File: src/rtl/awu_pkg.sv
package awu_pkg;

   localparam int CTRL_W = 32;

   // relational test codes
   localparam logic [2:0] TST_EQ = 3'b100;
   localparam logic [2:0] TST_GT = 3'b110;
   localparam logic [2:0] TST_LT = 3'b101;

   // direction qualifier codes
   localparam logic [1:0] QL_ANY = 2'b00;
   localparam logic [1:0] QL_RD  = 2'b01;
   localparam logic [1:0] QL_WR  = 2'b11;

   // combination codes
   localparam logic [1:0] CMB_E   = 2'b00;
   localparam logic [1:0] CMB_F   = 2'b01;
   localparam logic [1:0] CMB_EF  = 2'b10;

   // write-port selects
   typedef enum logic [2:0] {
      SEL_VAL_E = 3'd0,
      SEL_VAL_F = 3'd1,
      SEL_CTL1  = 3'd2,
      SEL_CTL2  = 3'd3,
      SEL_STAT  = 3'd4
   } wsel_e;

   // per-comparator settings
   typedef struct packed {
      logic [2:0] test;
      logic [1:0] qual;
   } cmp_cfg_t;

   // watchpoint settings
   typedef struct packed {
      logic       en;
      logic       care;
      logic       sec;
      logic [1:0] comb;
   } wp_cfg_t;

endpackage

File: src/rtl/awu_regs.sv
module awu_regs
   import awu_pkg::*;
#(
   parameter int ADDR_W  = 32,
   parameter int NUM_CMP = 2
)(
   input  logic                    clk,
   input  logic                    rst,
   input  logic                    wr_en,
   input  logic [2:0]              wr_sel,
   input  logic [CTRL_W-1:0]       wr_data,
   output logic [ADDR_W-1:0]       cmp_val [NUM_CMP],
   output cmp_cfg_t                cmp_cfg [NUM_CMP],
   output wp_cfg_t                 wp_cfg
);

   // bits of a control write that no field consumes
   logic unused_wr_bits;
   assign unused_wr_bits = ^{wr_data[25:20], wr_data[15:0], wr_data[30:28], wr_data[24:2], wr_data[0]};

   generate
      for (genvar i = 0; i < NUM_CMP; i++) begin : g_cmp_reg
         localparam int TST_HI = 31 - 3 * i;
         localparam int QL_HI  = 19 - 2 * i;
         always_ff @(posedge clk) begin
            if (rst) begin
               cmp_val[i] <= '0;
               cmp_cfg[i] <= '0;
            end else if (wr_en) begin
               if (wr_sel == 3'(i))
                  cmp_val[i] <= wr_data[ADDR_W-1:0];
               if (wr_sel == SEL_CTL1) begin
                  cmp_cfg[i].test <= wr_data[TST_HI -: 3];
                  cmp_cfg[i].qual <= wr_data[QL_HI -: 2];
               end
            end
         end
      end
   endgenerate

   always_ff @(posedge clk) begin
      if (rst) begin
         wp_cfg <= '0;
      end else if (wr_en && wr_sel == SEL_CTL2) begin
         wp_cfg.en   <= wr_data[31];
         wp_cfg.comb <= wr_data[27:26];
         wp_cfg.care <= wr_data[25];
         wp_cfg.sec  <= wr_data[1];
      end
   end

endmodule

File: src/rtl/awu_cmp.sv
module awu_cmp
   import awu_pkg::*;
#(
   parameter int ADDR_W = 32
)(
   input  logic [ADDR_W-1:0] value,
   input  cmp_cfg_t          cfg,
   input  logic [ADDR_W-1:0] acc_addr,
   input  logic              acc_write,
   output logic              match
);

   logic rel_ok;
   logic dir_ok;

   always_comb begin
      unique case (cfg.test)
         TST_EQ:  rel_ok = (acc_addr == value);
         TST_GT:  rel_ok = (acc_addr >  value);
         TST_LT:  rel_ok = (acc_addr <  value);
         default: rel_ok = 1'b0;
      endcase
   end

   always_comb begin
      unique case (cfg.qual)
         QL_ANY:  dir_ok = 1'b1;
         QL_RD:   dir_ok = !acc_write;
         QL_WR:   dir_ok = acc_write;
         default: dir_ok = 1'b0;
      endcase
   end

   assign match = rel_ok && dir_ok;

endmodule

File: src/rtl/awu_hit.sv
module awu_hit
   import awu_pkg::*;
#(
   parameter int ADDR_W = 32
)(
   input  logic              clk,
   input  logic              rst,
   input  wp_cfg_t           wp_cfg,
   input  logic              match_e,
   input  logic              match_f,
   input  logic              acc_valid,
   input  logic [ADDR_W-1:0] acc_addr,
   input  logic              stat_clr,
   output logic              hit_pulse,
   output logic              hit_sticky,
   output logic [ADDR_W-1:0] hit_addr
);

   logic comb_ok;
   logic armed;
   logic fire;

   always_comb begin
      unique case (wp_cfg.comb)
         CMB_E:   comb_ok = match_e;
         CMB_F:   comb_ok = match_f;
         CMB_EF:  comb_ok = match_e && match_f;
         default: comb_ok = 1'b0;
      endcase
   end

   assign armed = wp_cfg.en && wp_cfg.care && wp_cfg.sec;
   assign fire  = acc_valid && armed && comb_ok;

   always_ff @(posedge clk) begin
      if (rst) begin
         hit_pulse  <= 1'b0;
         hit_sticky <= 1'b0;
         hit_addr   <= '0;
      end else begin
         hit_pulse <= fire;
         if (fire) begin
            hit_sticky <= 1'b1;
            hit_addr   <= acc_addr;
         end else if (stat_clr) begin
            hit_sticky <= 1'b0;
         end
      end
   end

endmodule

File: src/rtl/addr_watch_unit.sv
module addr_watch_unit
   import awu_pkg::*;
#(
   parameter int ADDR_W = 32
)(
   input  logic              clk,
   input  logic              rst,
   input  logic              wr_en,
   input  logic [2:0]        wr_sel,
   input  logic [31:0]       wr_data,
   input  logic              acc_valid,
   input  logic [ADDR_W-1:0] acc_addr,
   input  logic              acc_write,
   output logic              hit_pulse,
   output logic              hit_sticky,
   output logic [ADDR_W-1:0] hit_addr
);

   localparam int NUM_CMP = 2;

   generate
      if (ADDR_W < 2 || ADDR_W > CTRL_W) begin : g_bad_width
         $error("addr_watch_unit: ADDR_W must lie in 2..32");
      end
   endgenerate

   logic [ADDR_W-1:0] cmp_val [NUM_CMP];
   cmp_cfg_t          cmp_cfg [NUM_CMP];
   wp_cfg_t           wp_cfg;
   logic [NUM_CMP-1:0] cmp_match;
   logic              stat_clr;

   assign stat_clr = wr_en && (wr_sel == SEL_STAT) && wr_data[0];

   awu_regs #(.ADDR_W(ADDR_W), .NUM_CMP(NUM_CMP)) u_regs (
      .clk     (clk),
      .rst     (rst),
      .wr_en   (wr_en),
      .wr_sel  (wr_sel),
      .wr_data (wr_data),
      .cmp_val (cmp_val),
      .cmp_cfg (cmp_cfg),
      .wp_cfg  (wp_cfg)
   );

   generate
      for (genvar i = 0; i < NUM_CMP; i++) begin : g_cmp
         awu_cmp #(.ADDR_W(ADDR_W)) u_cmp (
            .value     (cmp_val[i]),
            .cfg       (cmp_cfg[i]),
            .acc_addr  (acc_addr),
            .acc_write (acc_write),
            .match     (cmp_match[i])
         );
      end
   endgenerate

   awu_hit #(.ADDR_W(ADDR_W)) u_hit (
      .clk        (clk),
      .rst        (rst),
      .wp_cfg     (wp_cfg),
      .match_e    (cmp_match[0]),
      .match_f    (cmp_match[1]),
      .acc_valid  (acc_valid),
      .acc_addr   (acc_addr),
      .stat_clr   (stat_clr),
      .hit_pulse  (hit_pulse),
      .hit_sticky (hit_sticky),
      .hit_addr   (hit_addr)
   );

endmodule

File: config.mk
export PLATFORM = sky130hd
export DESIGN_NAME = addr_watch_unit
export DESIGN_NICKNAME = d
export VERILOG_FILES = /design/src/rtl/awu_pkg.sv /design/src/rtl/awu_regs.sv /design/src/rtl/awu_cmp.sv /design/src/rtl/awu_hit.sv /design/src/rtl/addr_watch_unit.sv
export SDC_FILE = /design/constraint.sdc
export NUM_CORES = 1
export LEC_CHECK = 0
export ABC_AREA = 0
export BUFFER_PORTS_ARGS = -buffer_cell sky130_fd_sc_hd__buf_2
export CAP_MARGIN = 15
export CORE_ASPECT_RATIO = 1.1
export CORE_MARGIN = 2
export CORE_UTILIZATION = 40
export DETAILED_ROUTE_END_ITERATION = 7
export PLACE_DENSITY = 0.63
export SLEW_MARGIN = 15
export SYNTH_ARGS = -nofsm -noshare
export SYNTH_HDL_FRONTEND = slang
export SYNTH_HIERARCHICAL = 1
export SYNTH_SLANG_ARGS = --single-unit
File: constraint.sdc
create_clock -name clk -period 3.9 [get_ports clk]
set_input_delay 0.39 -clock clk [delete_from_list [all_inputs] [get_ports clk]]
set_output_delay 0.39 -clock clk [all_outputs]
set_load 0.03 [all_outputs]
==> results of run 1 <==
-- logic make-up after synthesis --
kind of cell    synth area share
fa+ha+maj                  0.121
mux                        0.171
compound gates            0.0582
xor+xnor                 0.00265
buf+inv                   0.0622
flops                      0.343
simple gates               0.242
-- critical path: stages (launching register included) --
cell	delay (ns)
dfxtp_1	0.32
inv_1	0.05
ha_1	0.32
a21o_1	0.17
a221o_1	0.34
a221oi_2	0.29
nor2_1	0.10
nor4_4	0.14
mux2i_1	0.22
o211a_1	0.17
nand2b_1	0.09
a211oi_4	0.26
buf_4	0.42
mux2i_1	0.24
-- where the power goes --
| part | leakage (nW) | switching, W | internal (W) |
|---|---|---|---|
| Clock | 0.247 | 0.000487 | 0.000863 |
| Sequential | 0.913 | 0.00000955 | 0.00118 |
| Combinational | 2.17 | 0.000153 | 0.000140 |
-- per-layer routing --
| metal | part of all wire | global-route usage |
|---|---|---|
| met1 | 0.51 | 0.232 |
| met2 | 0.44 | 0.248 |
| met3 | 0.040 | 0.0378 |
| met4 | 0.017 | 0.0659 |
| met5 | 0 | 0 |
-- per-stage QoR --
step | setup slack, ns | area [µm²] | std cells | power (W) | hold WS, ns
CTS | 0.659 | 7780 | 997 | 0.00286 | 0.253
global placement | 0.591 | 7280 | 969 | 0.00150 | 0.459
global route | 0.435 | 7780 | 997 | 0.00295 | 0.265
detailed placement | 0.526 | 7280 | 969 | 0.00150 | 0.458
floorplan | 0.958 | 6600 | 684 | 0.00140 | 0.449
finish | 0.696 | 7780 | 997 | 0.00283 | 0.269
-- state kept, by name (all words and copies together), names as in the netlist --
| name | count |
|---|---|
| u_regs/cmp_val | 64 |
| u_hit/hit_addr | 32 |
| u_regs/cmp_cfg | 10 |
| u_regs/wp_cfg | 5 |
| u_hit/hit_pulse | 1 |
| u_hit/hit_sticky | 1 |
-- final timing paths --
check	from	end	slack [ns]	depth (start not counted)
min	wr_data[21]	u_regs/cmp_val[21]	0.27	3
max reg2reg	u_regs/cmp_val[5]	u_hit/hit_addr[16]	0.70	13
min reg2reg	u_hit/hit_addr[28]	u_hit/hit_addr[28]	0.47	2
max	u_regs/cmp_val[5]	u_hit/hit_addr[16]	0.70	13
-- cells in the final DEF, fill, tap and decap left out, types with 2 or more instances in the layout --
cell	n
nand3_1	9
a221o_1	2
nor3_1	4
clkbuf_1	7
buf_2	104
nor2b_1	3
buf_4	8
nor4_4	2
mux2i_1	113
o21ai_0	5
clkbuf_16	17
nand2_1	13
o211ai_1	2
xor2_1	2
nand4_2	5
a21oi_1	25
nand3b_1	2
ha_1	64
a211oi_2	2
inv_1	64
a21o_1	4
and4_1	2
dfxtp_1	113
nand4b_1	2
nor2_1	5
nor4bb_1	2
clkbuf_8	4
nand4_1	8
nand2b_1	177
-- final cells by class --
| type | instances | share of cell area |
|---|---|---|
| sequential | 113 | 0.291 |
| tap | 204 | 0.0328 |
| clock buffer | 28 | 0.0651 |
| inverter | 64 | 0.0309 |
| multi-input combinational | 476 | 0.506 |
| timing repair buffer | 112 | 0.0746 |
==> impl_metrics.tcl, run 1 <==
set metrics [dict create \
    cp-end-kind "flip-flop" \
    outcome "completed" \
    track_usage 0.166 \
    fin_crit_sh 0.822 \
    wire_per_inst_um 14.3 \
    multi_input_area_mm2 0.00394 \
    htree_levels 4 \
    ys_seq_area_frac 0.343 \
    wl_um 14200 \
    cts_setup_buffers 0 \
    yosys-top-cells-count "177 x nand2b_1, 113 x dfxtp_1, 113 x mux2i_1" \
    synth_edf_count 0 \
    drv_slew 0 \
    n_antenna_cell 0 \
    yosys-top-cells-area "dfxtp_1 34%, mux2i_1 17%, nand2b_1 17%" \
    grt_pass1_vias 4677 \
    drc 0 \
    grt_pass1_wl_um 23400 \
    fin_nets 920 \
    cts_tree "built" \
    hpwl_um 10400 \
    cts_root_buf "clkbuf_16" \
    cap_viol_max_count 0 \
    fillCellCount 1541 \
    netlist-cell-type-count 50 \
    p_leak_nw 3.33 \
    final_util 0.479 \
    syn-cell-area_mm2 0.00660 \
    start_kind "flip-flop" \
    vias_per_cell 4.82 \
    hold_viol 0 \
    gp_congestion 0.816 \
    first_iter_violations 236 \
    vias 4802 \
    clkSlewWorstSetupHoldPaths_ns 0.05 \
    synth_top_area_frac 0.343 \
    synthMostInstantiatedCell "nand2b_1" \
    p_per_area_mw_per_mm2 363 \
    num_io_pins 106 \
    vdd_drop_max_mv 0.293 \
    finalSetupViolCount 0 \
    clock_latency_ns 0.41 \
    arrival_ns 3.54 \
    cts_hold_buf 0 \
    synth_top_cell_by_area "dfxtp_1" \
    synth_area_per_cell_um2 9.65 \
    grt_max_degree 130 \
    die_y_um 139 \
    cts_sinks 113 \
    path_max_fanout 23 \
    syn_nets 820 \
    io_buffers 105 \
    syn_inst 684 \
    max_freq_mhz 312 \
    layout.area.seq_mm2 0.00226 \
    setup-tns-final_ns 0 \
    post_cts_resized 0 \
    cts_made_buffers 17 \
    cp_data_required_time_ns 4.23 \
    initial_core_util 0.406 \
    die_w_um 126 \
    yosysWarnings 6 \
    core_area_mm2 0.0162 \
    rows 49 \
    ys_ff_latch 113 \
    drive_gt1_frac 0.194 \
    slew_headroom 0.388 \
    grt_antenna_before_repair 0 \
    synth_flop_cell "dfxtp_1" \
    tightest_slew_ns 0.918 \
    fin_skew_ns 0.00682 \
    dieArea_mm2 0.0175 \
    postRouteAntennaNets 0 \
    hp-class "primary input to flip-flop" \
    critPathKind "flip-flop to flip-flop" \
    drtPass1Iterations 4 \
    period_minus_slack_ns 3.20 \
    ys_async_sr_fraction 0 \
    syn2layout_area_growth_pct 17.9 \
    cts_max_path_buffers 2 \
    grt.overflow.total 0 \
    rsz0062_at_grt "false" \
]
(Power assumes the default switching activity.)
==> run 2: changes to the inputs <==
--- a/config.mk
+++ b/config.mk
@@ -5,7 +5,7 @@
 export SDC_FILE = /design/constraint.sdc
 export NUM_CORES = 1
 export LEC_CHECK = 0
-export ABC_AREA = 0
+export ABC_AREA = 1
 export BUFFER_PORTS_ARGS = -buffer_cell sky130_fd_sc_hd__buf_2
 export CAP_MARGIN = 15
 export CORE_ASPECT_RATIO = 1.1
==> constraint.sdc (replaced) <==
create_clock -name clk -period 3.2 [get_ports clk]
set_input_delay 0.32 -clock clk [delete_from_list [all_inputs] [get_ports clk]]
set_output_delay 0.32 -clock clk [all_outputs]
set_load 0.03 [all_outputs]
==> run 2 against run 1 <==
Net effect: register-to-register slack got worse by 0.05 ns; final area increased by 0.98%; first-iteration DRC count increased by 28%; via count increased by 25%; worst hold slack got worse by 0.098 ns; clock skew increased by 0.00092 ns; utilization increased by 0.29 points; clock-buffer cell count decreased by 1; global-route usage increased by 1.6 points; largest cell class unchanged; highest routed layer unchanged.
==> impl_metrics.tcl, run 2 <==
set metrics [dict create \
    initial_core_util 0.408 \
    hp-class "primary input to flip-flop" \
    clkSlewWorstSetupHoldPaths_ns 0.05 \
    p_leak_nw 3.87 \
    drc 0 \
    syn2layout_area_growth_pct 18.0 \
    max_freq_mhz 391 \
    layout_commonest_cell "nand2_1" \
    swShare 0.245 \
    final_area_mm2 0.00786 \
    syn_nets 1146 \
    p_int_w 0.00285 \
    cp-end-kind "flip-flop" \
    drive_gt1_frac 0.159 \
    fin_nets 1234 \
    io_buffers 105 \
    switchingPower_w 0.000925 \
    pwr-share-seq 0.387 \
    vias_per_cell 4.57 \
    power_frac_clock 0.497 \
    outcome "completed" \
    htree_levels 4 \
    arrival_ns 2.86 \
    synth_top_cell_by_area "dfxtp_1" \
    top_register "u_regs/cmp_val" \
    cts_sinks 113 \
    die_w_um 127 \
    cp_data_required_time_ns 3.51 \
    crit_end "u_hit/hit_addr[7]" \
    n_antenna_cell 0 \
    setup-tns-final_ns 0 \
    cts_hold_buf 0 \
    gp_congestion 0.776 \
    crit_chain "inv_1 -> ha_1 -> nand2_1 -> nor2_1 -> nand2_1 -> nor2_1 -> nand2_1 -> nand4_2 -> a21oi_2 -> nor2_1 -> nor2_1 -> nand2_1 -> nand2_1 -> nand3_2 -> buf_4 -> nand2_1 -> nand2_1 -> nor2_1" \
    grt_pass1_wl_um 25800 \
    path_max_fanout 44 \
    largest_register_ffs 64 \
    ys_async_sr_fraction 0 \
    synthMostInstantiatedCell "nand2_1" \
    vias 6009 \
    post_cts_resized 0 \
    postRouteAntennaNets 0 \
    grt.overflow.total 0 \
    cts_tree "built" \
    first_iter_violations 303 \
    tightest_slew_ns 0.978 \
    worst_path_largest_cell_delay_ns 0.42 \
    rsz0062_at_grt "false" \
    cts_setup_buffers 0 \
    ys_ff_latch 113 \
    combinationalPowerShare 0.116 \
    grt_antenna_before_repair 0 \
    synth_edf_count 0 \
    critPathLaunch "u_regs/cmp_val[11]" \
    grt_pass1_vias 5437 \
    timing.rr.start "u_regs/cmp_val[11]" \
    placed_cell_area_mm2 0.00728 \
    final_util 0.482 \
    num_io_pins 106 \
    pre_cts_slack_ns 0.563 \
    yosys-top-cells-area "dfxtp_1 34%, nand2_1 13%, ha_1 12%" \
    start_kind "flip-flop" \
    cts_max_path_buffers 2 \
    cpMostUsedCell "nand2_1" \
    cpMaxStageDelayCell "buf_4" \
    clock_latency_ns 0.42 \
    whs_path_depth 3 \
    cts_made_buffers 17 \
    yosys-top-cells-count "227 x nand2_1, 212 x nor2_1, 150 x inv_1" \
    cap_viol_max_count 0 \
    wl_um 15700 \
    vdd_drop_max_mv 0.382 \
    fin_skew_ns 0.00774 \
    finalSetupViolCount 0 \
    drv_slew 0 \
    most-common-layout-cells "227 x nand2_1, 212 x nor2_1, 150 x inv_1, 113 x dfxtp_1, 105 x buf_2" \
    wire_per_inst_um 11.9 \
    worst_slack_ns 0.645 \
    whs_ns 0.171 \
    critPathKind "flip-flop to flip-flop" \
    rr_worst_depth 18 \
    slew_headroom 0.347 \
    track_usage 0.182 \
    r2r-end "u_hit/hit_addr[7]" \
    syn_inst 1010 \
    yosysWarnings 6 \
    rows 49 \
    drtPass1Iterations 5 \
    synth_top_area_frac 0.340 \
    fillCellCount 1708 \
    netlist-cell-type-count 28 \
    core_area_mm2 0.0163 \
    reg2reg_setup_slack_ns 0.64 \
    grt_max_degree 112 \
    reg.largest.list "u_regs/cmp_val: 64 flops, u_hit/hit_addr: 32 flops, u_regs/cmp_cfg: 10 flops" \
    synth_area_per_cell_um2 6.60 \
    syn-cell-area_mm2 0.00666 \
    ys_seq_area_frac 0.340 \
    hpwl_um 11000 \
    hold_viol 0 \
    die_y_um 139 \
    dieArea_mm2 0.0177 \
    fin_crit_sh 0.798 \
    p_per_area_mw_per_mm2 480 \
    cts_root_buf "clkbuf_16" \
    period_minus_slack_ns 2.56 \
    synth_flop_cell "dfxtp_1" \
]
==> run 2: logic make-up after synthesis <==
logic type | count (synthesis) | synth area share
AO/OA/AOI/OAI | 73 | 0.0597
XOR/XNOR | 2 | 0.00263
adder cells (fa/ha/maj) | 64 | 0.120
buffers and inverters | 203 | 0.129
flip-flops | 113 | 0.340
AND/OR/NAND/NOR | 555 | 0.349
==> run 2: worst min path at each step <==
stage	slack [ns]	endpoint	startpoint
2_1_floorplan	0.39	u_hit/hit_sticky	rst
3_3_place_gp	0.46	u_regs/cmp_val[42]	u_regs/cmp_val[42]
3_5_place_dp	0.47	u_regs/cmp_val[52]	u_regs/cmp_val[52]
4_1_cts	0.16	u_hit/hit_sticky	rst
5_1_grt	0.17	u_hit/hit_addr[5]	acc_addr[5]
6_report	0.17	u_hit/hit_addr[0]	acc_addr[0]
==> run 2: final cells by class <==
| type | count | area, µm² | share of cell area |
|---|---|---|---|
| Sequential cell | 113 | 2260 | 0.288 |
| Inverter | 161 | 604 | 0.0769 |
| Tap cell | 204 | 255 | 0.0325 |
| Clock inverter | 4 | 72.6 | 0.00923 |
| Clock buffer | 27 | 513 | 0.0653 |
| Multi-Input combinational cell | 694 | 3550 | 0.451 |
| Timing Repair Buffer | 111 | 608 | 0.0774 |
==> run 2: through the flow <==
stage,cells,power (W)
finish,1314,0.00378
global route,1314,0.00395
CTS,1314,0.00382
detailed placement,1283,0.00193
global placement,1283,0.00193
floorplan,1010,0.00179
==> run 2: power by group through the flow <==
| stage | sequential, W | clock, W | combinational, W |
|---|---|---|---|
| detailed placement | 0.00149 | 0 | 0.000439 |
| finish | 0.00146 | 0.00188 | 0.000439 |
| global route | 0.00146 | 0.00198 | 0.000507 |
| CTS | 0.00146 | 0.00191 | 0.000443 |
| global placement | 0.00149 | 0 | 0.000435 |
| floorplan | 0.00149 | 0 | 0.000304 |
==> run 2: worst max-delay path, delay by kind of cell (launching register included) <==
kind / cells / cell delay [ns]
buffers and inverters: 2 / 0.47
and+or+nand+nor: 14 / 1.30
AOI/OAI and AO/OA: 1 / 0.03
DFF: 1 / 0.32
adders and majority gates: 1 / 0.31
==> run 2: metal layers <==
metal	global-route usage	wire length [µm]
met1	0.242	7890
met2	0.290	7050
met3	0.0473	562
met4	0.0561	170
met5	0	0
